## config.mk

```make
export PLATFORM = sky130hd
export DESIGN_NAME = prg_reset_out_gen
export DESIGN_NICKNAME = d
export VERILOG_FILES = /design/src/rtl/prg_pkg.sv /design/src/rtl/prg_src_sel.sv /design/src/rtl/prg_width_timer.sv /design/src/rtl/prg_pin_mux.sv /design/src/rtl/prg_reset_out_gen.sv
export SDC_FILE = /design/constraint.sdc
export NUM_CORES = 1
export LEC_CHECK = 0
export BUFFER_PORTS_ARGS = -buffer_cell sky130_fd_sc_hd__buf_4
export CAP_MARGIN = 40
export CORE_ASPECT_RATIO = 0.6
export CORE_MARGIN = 1
export CORE_UTILIZATION = 55
export DETAILED_ROUTE_END_ITERATION = 8
export GPL_ROUTABILITY_DRIVEN = 0
export PLACE_DENSITY_LB_ADDON = 0.12
export SLEW_MARGIN = 20
export SYNTH_ARGS = -nofsm -noshare
export SYNTH_HDL_FRONTEND = slang
export SYNTH_SLANG_ARGS = --single-unit
```

## constraint.sdc

```tcl
create_clock -name clk -period 3 [get_ports clk]
set_input_delay 0.3 -clock clk [delete_from_list [all_inputs] [get_ports clk]]
set_output_delay 0.3 -clock clk [all_outputs]
set_load 0.005 [all_outputs]
```

## src/rtl/prg_pkg.sv

```systemverilog
package prg_pkg;
    typedef enum logic [1:0] {
        SRC_PWR_EN   = 2'b00,
        SRC_PWR_GOOD = 2'b01,
        SRC_HOT      = 2'b10,
        SRC_HOT_ALT  = 2'b11
    } src_mode_e;
endpackage

```

## src/rtl/prg_src_sel.sv

```systemverilog
module prg_src_sel
    import prg_pkg::*;
(
    input  logic [1:0] mode,
    input  logic       pwr_en,
    input  logic       pwr_good,
    input  logic       hot_pulse,
    output logic       src_active,
    output logic       retrigger
);
    src_mode_e mode_e;
    assign mode_e = src_mode_e'(mode);

    always_comb begin
        src_active = 1'b0;
        retrigger  = 1'b0;
        unique case (mode_e)
            SRC_PWR_EN:   src_active = ~pwr_en;
            SRC_PWR_GOOD: src_active = ~pwr_good;
            SRC_HOT, SRC_HOT_ALT: begin
                src_active = hot_pulse;
                retrigger  = 1'b1;
            end
            default:      src_active = 1'b0;
        endcase
    end
endmodule

```

## src/rtl/prg_width_timer.sv

```systemverilog
module prg_width_timer #(
    parameter int MIN_CYCLES = 50000
) (
    input  logic clk,
    input  logic rst_n,
    input  logic enable,
    input  logic src_active,
    input  logic retrigger,
    output logic rst_active
);
    localparam int CW = (MIN_CYCLES < 2) ? 1 : $clog2(MIN_CYCLES + 1);
    localparam logic [CW-1:0] RELOAD = CW'(MIN_CYCLES - 1);

    typedef struct packed {
        logic          active;
        logic [CW-1:0] remain;
    } tmr_t;

    tmr_t tmr_d, tmr_q;

    always_comb begin
        tmr_d = tmr_q;
        if (!enable) begin
            tmr_d = '0;
        end else if (src_active && (!tmr_q.active || retrigger)) begin
            tmr_d.active = 1'b1;
            tmr_d.remain = RELOAD;
        end else if (tmr_q.active) begin
            if (tmr_q.remain != '0) begin
                tmr_d.remain = tmr_q.remain - 1'b1;
            end else if (!src_active) begin
                tmr_d.active = 1'b0;
            end
        end
    end

    always_ff @(posedge clk or negedge rst_n) begin
        if (!rst_n) begin
            tmr_q <= '0;
        end else begin
            tmr_q <= tmr_d;
        end
    end

    assign rst_active = tmr_q.active;
endmodule

```

## src/rtl/prg_pin_mux.sv

```systemverilog
module prg_pin_mux (
    input  logic altfn_en,
    input  logic rst_active,
    input  logic gpio_data,
    input  logic gpio_dir,
    output logic pin_out,
    output logic pin_oe
);
    always_comb begin
        if (altfn_en) begin
            pin_out = ~rst_active;
            pin_oe  = 1'b1;
        end else begin
            pin_out = gpio_data;
            pin_oe  = gpio_dir;
        end
    end
endmodule

```

## src/rtl/prg_reset_out_gen.sv

```systemverilog
module prg_reset_out_gen #(
    parameter int NUM_PORTS    = 4,
    parameter int CLK_FREQ_KHZ = 250000,
    parameter int MIN_PULSE_US = 200
) (
    input  logic                 clk,
    input  logic                 rst_n,
    input  logic [NUM_PORTS-1:0] cfg_altfn_en,
    input  logic [1:0]           cfg_src_mode,
    input  logic [NUM_PORTS-1:0] slot_pwr_en,
    input  logic [NUM_PORTS-1:0] slot_pwr_good,
    input  logic [NUM_PORTS-1:0] hot_reset_pulse,
    input  logic [NUM_PORTS-1:0] gpio_data,
    input  logic [NUM_PORTS-1:0] gpio_dir,
    output logic [NUM_PORTS-1:0] pin_out,
    output logic [NUM_PORTS-1:0] pin_oe
);
    localparam int RAW_CYCLES = (CLK_FREQ_KHZ * MIN_PULSE_US) / 1000;
    localparam int MIN_CYCLES = (RAW_CYCLES < 1) ? 1 : RAW_CYCLES;

    for (genvar p = 0; p < NUM_PORTS; p++) begin : g_port
        logic src_active;
        logic retrigger;
        logic rst_active;

        prg_src_sel u_sel (
            .mode       (cfg_src_mode),
            .pwr_en     (slot_pwr_en[p]),
            .pwr_good   (slot_pwr_good[p]),
            .hot_pulse  (hot_reset_pulse[p]),
            .src_active (src_active),
            .retrigger  (retrigger)
        );

        prg_width_timer #(.MIN_CYCLES(MIN_CYCLES)) u_tmr (
            .clk        (clk),
            .rst_n      (rst_n),
            .enable     (cfg_altfn_en[p]),
            .src_active (src_active),
            .retrigger  (retrigger),
            .rst_active (rst_active)
        );

        prg_pin_mux u_mux (
            .altfn_en   (cfg_altfn_en[p]),
            .rst_active (rst_active),
            .gpio_data  (gpio_data[p]),
            .gpio_dir   (gpio_dir[p]),
            .pin_out    (pin_out[p]),
            .pin_oe     (pin_oe[p])
        );
    end
endmodule

```

# == Word-level counts from Yosys, hierarchy flattened ==
# Index checks and enable logic that the tools add are counted.
# op_classes
n_addsub,4
n_eq_ne,11
n_mux,37
n_bitwise,12
reduce_logical,22
# ops
op,count
$mux 17,12
$mux 16,4
$reduce_bool 16->1,4
$sub 16x1->16 const B,4
$ne 3x1->1 const B,8
$mux 1,17
$not 1->1,12
$pmux 1 s3,4
$reduce_and 2->1,4
$eq 2x2->1 const B,2
$logic_and 1x1->1,4
$logic_not 1->1,4
$logic_or 1x1->1,4
$eq 2x1->1 const B,1
$logic_not 2->1,1
$reduce_or 2->1,1
# totals
regBits,68
inputBits,28
out_inout_bits,8
word_cells,94

# == Logic depth before layout (Yosys ltp) ==
# depth
word_depth,8
ltp_mapped,8

# == By module ==
# Synthesis repeated with hierarchy kept, for this count alone.
# hier_totals
cells_unflattened,472
area_unflattened_um2,4279.1
# by_module_without_submodules
module,n_inst,cells_per_inst,area_per_inst_um2,seq_area_each_um2
prg_width_timer,4,111,1023.5,425.4
prg_src_sel,4,4,31.3,0.0
prg_pin_mux,4,3,15.0,0.0

# == Worst setup path before layout ==
# No wires, ideal clock.
# synth_path
path_type,reg-to-reg
startpoint,register g_port[2].u_tmr.tmr_q[0] in the netlist's numbering
endpoint,register g_port[2].u_tmr.tmr_q[1] in the netlist's numbering
t_arrival_ps,2065
required_ps,2875
path_slack_ps,811
stages_incl_launch_ff,7
n_path_buf,0
synth_period_minus_slack_ps,2189
path_cell_list,dfrtp_1 inv_1 ha_1 or4b_1 nor4_1 o211a_1 mux2_2
# synth_via
elab_chain_cells,5
elab_cells_between_ends,8
# synth_lines
item,line_no,text
from (decl),prg_width_timer.sv:19,"tmr_t tmr_d, tmr_q;"
from (signal assigned),prg_width_timer.sv:41,tmr_q <= tmr_d;
$sub 16x1->16,prg_width_timer.sv:30,tmr_d.remain = tmr_q.remain - 1'b1;
$mux 16,prg_width_timer.sv:29,if (tmr_q.remain != '0) begin
$mux 17,prg_width_timer.sv:28,end else if (tmr_q.active) begin
$mux 17,prg_width_timer.sv:25,end else if (src_active && (!tmr_q.active || retrigger)) begin
$mux 17,prg_width_timer.sv:23,if (!enable) begin
# Parallel ways exist; a longest one is shown, timed or not. The select of a mux whose other input is x is not followed.
# A chain may end at the register's enable or synchronous reset.

# == Final worst setup path ==
# layout_path
startpoint,register g_port[2].u_tmr.tmr_q[0] in the netlist's numbering
endpoint,register g_port[2].u_tmr.tmr_q[15] in the netlist's numbering
# The elaborated chain is that of the path after synthesis.

==> results.yml <==
final_layout:
  synthToLayoutAreaGrowth_pct: 14.55
  nets: 506
  multi_input_area_mm2: 0.002190
  ff_latch_area_mm2: 0.001702
  num_antenna_cells: 0
  final.fill_count: 550
  fin_cells: 578
  fin_area_mm2: 0.004688
  drive_gt1_frac: 0.1590
min_path:
  min-delay-start: "cfg_altfn_en[2]"
  hold_depth: 2
  hp-class: "primary input to flop"
critical_path:
  crit_required_ps: 3170
  critPathKind: "flop to flop"
  crit_path_start_kind: "flop"
  cp-end-kind: "flop"
  crit_fanout: 18
  cp.arrival_ps: 2800
  reg2reg_from: "g_port[2].u_tmr.tmr_q[0]"
  reg2reg_depth: 7
  startpoint: "g_port[2].u_tmr.tmr_q[0]"
clock_network:
  cts_made_buffers: 9
  ctsRootBufferMaster: "clkbuf_16"
  clk_pin_slew_ps: 50
  cts.sinks: 68
  clockBufferDepth: 2
  cts_tree: "done"
  htreeDepth: 3
  clkLatencyLatePin_ps: 330
synth:
  yosys-top-cells-count: "68 x dfrtp_1, 33 x nor2_1, 33 x o21ai_0"
  syn_area_per_cell_um2: 9.095
  synth_area_mm2: 0.004093
  synth_async_sr_flop_share: 1.000
  synth_area_leaders: "dfrtp_1 42%, o21ai_0 4.0%, xor2_1 3.2%, o211ai_1 3.1%, nor3_1 3.1%"
  yosysMostFrequentCell: "dfrtp_1"
  synth_top_area_cell: "dfrtp_1"
  synthFlopType: "dfrtp_1"
  yosysSeqAreaShare: 0.4158
  synth_cells: 450
  yosys.cell_types.count: 59
  yosysWarningCount: 0
  syn_nets: 482
  synth_edf_count: 0
  synth_top_area_frac: 0.4158
  ys_ff_latch: 68
die:
  fp.dieH_um: 68.82
  die_area_mm2: 0.007802
  rows: 23
  initial_core_util: 0.5901
  core-area_mm2: 0.006935
  die_x_um: 113.4
  io_pins: 36
grt:
  grt_pass1_vias: 3233
  track_usage: 0.2619
  grt_pass1_wl_um: 15640
  grt-ovfl-total: 0
  grt_max_degree: 56
  antenna_found_initial: 0
sta:
  setup_violations: 0
  fin_crit_ps: 2632
  slew_violations: 0
  timing.final.ws_setup_ps: 368.3
  finalClockSkew_ps: 6.016
  finalHoldViolations: 0
  rsz0062_at_grt: "no"
  max_slew.worst_pin.slew_ps: 757.0
  relSlewSlack: 0.4911
  post-route-period-util: 0.8772
  fmax_mhz: 380.0
  final.setup.tns_ps: 0
routing:
  drt-total-wl_um: 9573
  via_per_inst: 6.239
  vias: 3606
  antenna_left: 0
  drt_iter0_drc: 293
  drt-wirelength-per-cell_um: 16.56
  drt_first_pass_iters: 5
  drcViolationCount: 0
placement:
  post-dp-hpwl_um: 6718
  portBuffers: 35
  placed_cell_area_mm2: 0.004389
  pre_cts_ws_ps: 389.5
  dp_cells: 562
run:
  cap_violations: 0
power_and_ir_drop:
  powerDensity_mw_per_mm2: 581.0
  p_leak_nw: 2.021
  ir_worst_vdd_uv: 374.8
  p_total_w: 0.002724
outcome:
  outcome: "finished clean"
[cell usage in the layout (no fill, tap or decap), types with 3 or more instances in the layout]
| cell type | n |
|---|---|
| dfrtp_1 | 68 |
| buf_4 | 38 |
| o21ai_0 | 33 |
| nor2_1 | 33 |
| nor3_1 | 25 |
| nand2_1 | 24 |
| a21oi_1 | 21 |
| o211ai_1 | 17 |
| inv_1 | 16 |
| xor2_1 | 15 |
| nand3_1 | 13 |
| xnor2_1 | 10 |
| a21boi_0 | 10 |
| or3_1 | 9 |
| clkbuf_16 | 9 |
| nor4_1 | 8 |
| mux2_2 | 8 |
| a31oi_1 | 8 |
| or2_2 | 6 |
| or4_1 | 6 |
| o31ai_1 | 6 |
| o21a_1 | 5 |
| and3_1 | 5 |
| nand2b_1 | 5 |
| o31a_1 | 5 |
| nand4_1 | 5 |
| nor2b_1 | 4 |
| a211o_1 | 4 |
| o2111ai_1 | 4 |
| and2_1 | 4 |
| a21o_1 | 4 |
| o311ai_0 | 4 |
| ha_1 | 4 |
| clkbuf_8 | 4 |
| nand4b_1 | 3 |
| o41ai_1 | 3 |
[what timing repair did]
action / in CTS / in global routing
setup buffers: 0 / 0
endpoints found under the hold margin: 13 / 0
hold buffers: 1 / 0
resized for setup: 0 / 0
[stage by stage]
step                        util  hold WS (ps)
after global routing      0.6760         261.0
after floorplan                -         4.409
after detailed placement  0.6329         164.7
after global placement    0.6289         463.5
final                     0.6760         257.8
after CTS                 0.6760         251.6
[metal layers]
metal | part of all wire | global-route usage | wire [um]
met5 | 0 | 0 | 0
met4 | 0.012 | 0.08882 | 112
met3 | 0.048 | 0.06206 | 456
met2 | 0.44 | 0.3957 | 4230
met1 | 0.50 | 0.3724 | 4774
[flip-flops by register name, summed over array words and instances (netlist names)]
signal / count
g_port.u_tmr.tmr_q: 64
g_port.u_tmr.rst_active: 4
[power breakdown]
| part | switching, W | internal (W) | total [W] |
|---|---|---|---|
| clock network | 0.000374 | 0.000644 | 0.00102 |
| logic | 0.000356 | 0.000250 | 0.000606 |
| registers | 0.000102 | 0.000998 | 0.00110 |
[final timing paths]
check / to / slack (ps)
hold / removal: g_port[2].u_tmr.rst_active / 260
setup reg to reg: g_port[2].u_tmr.tmr_q[15] / 370
max in group asynchronous: g_port[0].u_tmr.tmr_q[1] / 2110
min in group asynchronous: g_port[1].u_tmr.tmr_q[5] / 360
setup / recovery: g_port[2].u_tmr.tmr_q[15] / 370
hold reg to reg: g_port[0].u_tmr.tmr_q[10] / 540
[area by class of cell]
type	instances	share of cell area
multi-input cells	339	0.4670
flip-flops and latches	68	0.3630
repair buffers	40	0.06886
clock buffers	14	0.06058
well taps	100	0.02669
inverters	16	0.01281
clock inverters	1	0.001068
[worst max-delay path: stages, from the launching register on]
cell and delay (ps):
dfrtp_1 410, inv_1 70, ha_1 200, or4b_1 520
nor4_1 390, o211a_1 490, or2_2 250, o311ai_0 130
[cell families after synthesis]
logic type                 count (synthesis)  share of synthesized area
and+or+nand+nor                          162                     0.2149
AOI/OAI and AO/OA                        140                     0.2323
DFF                                       68                     0.4158
buffers and inverters                     43                    0.04922
xor gates and xnor gates                  25                    0.05350
muxes                                      8                    0.02201
adders and majority gates                  4                    0.01223
No activity file was read; power rests on OpenSTA's default activity.
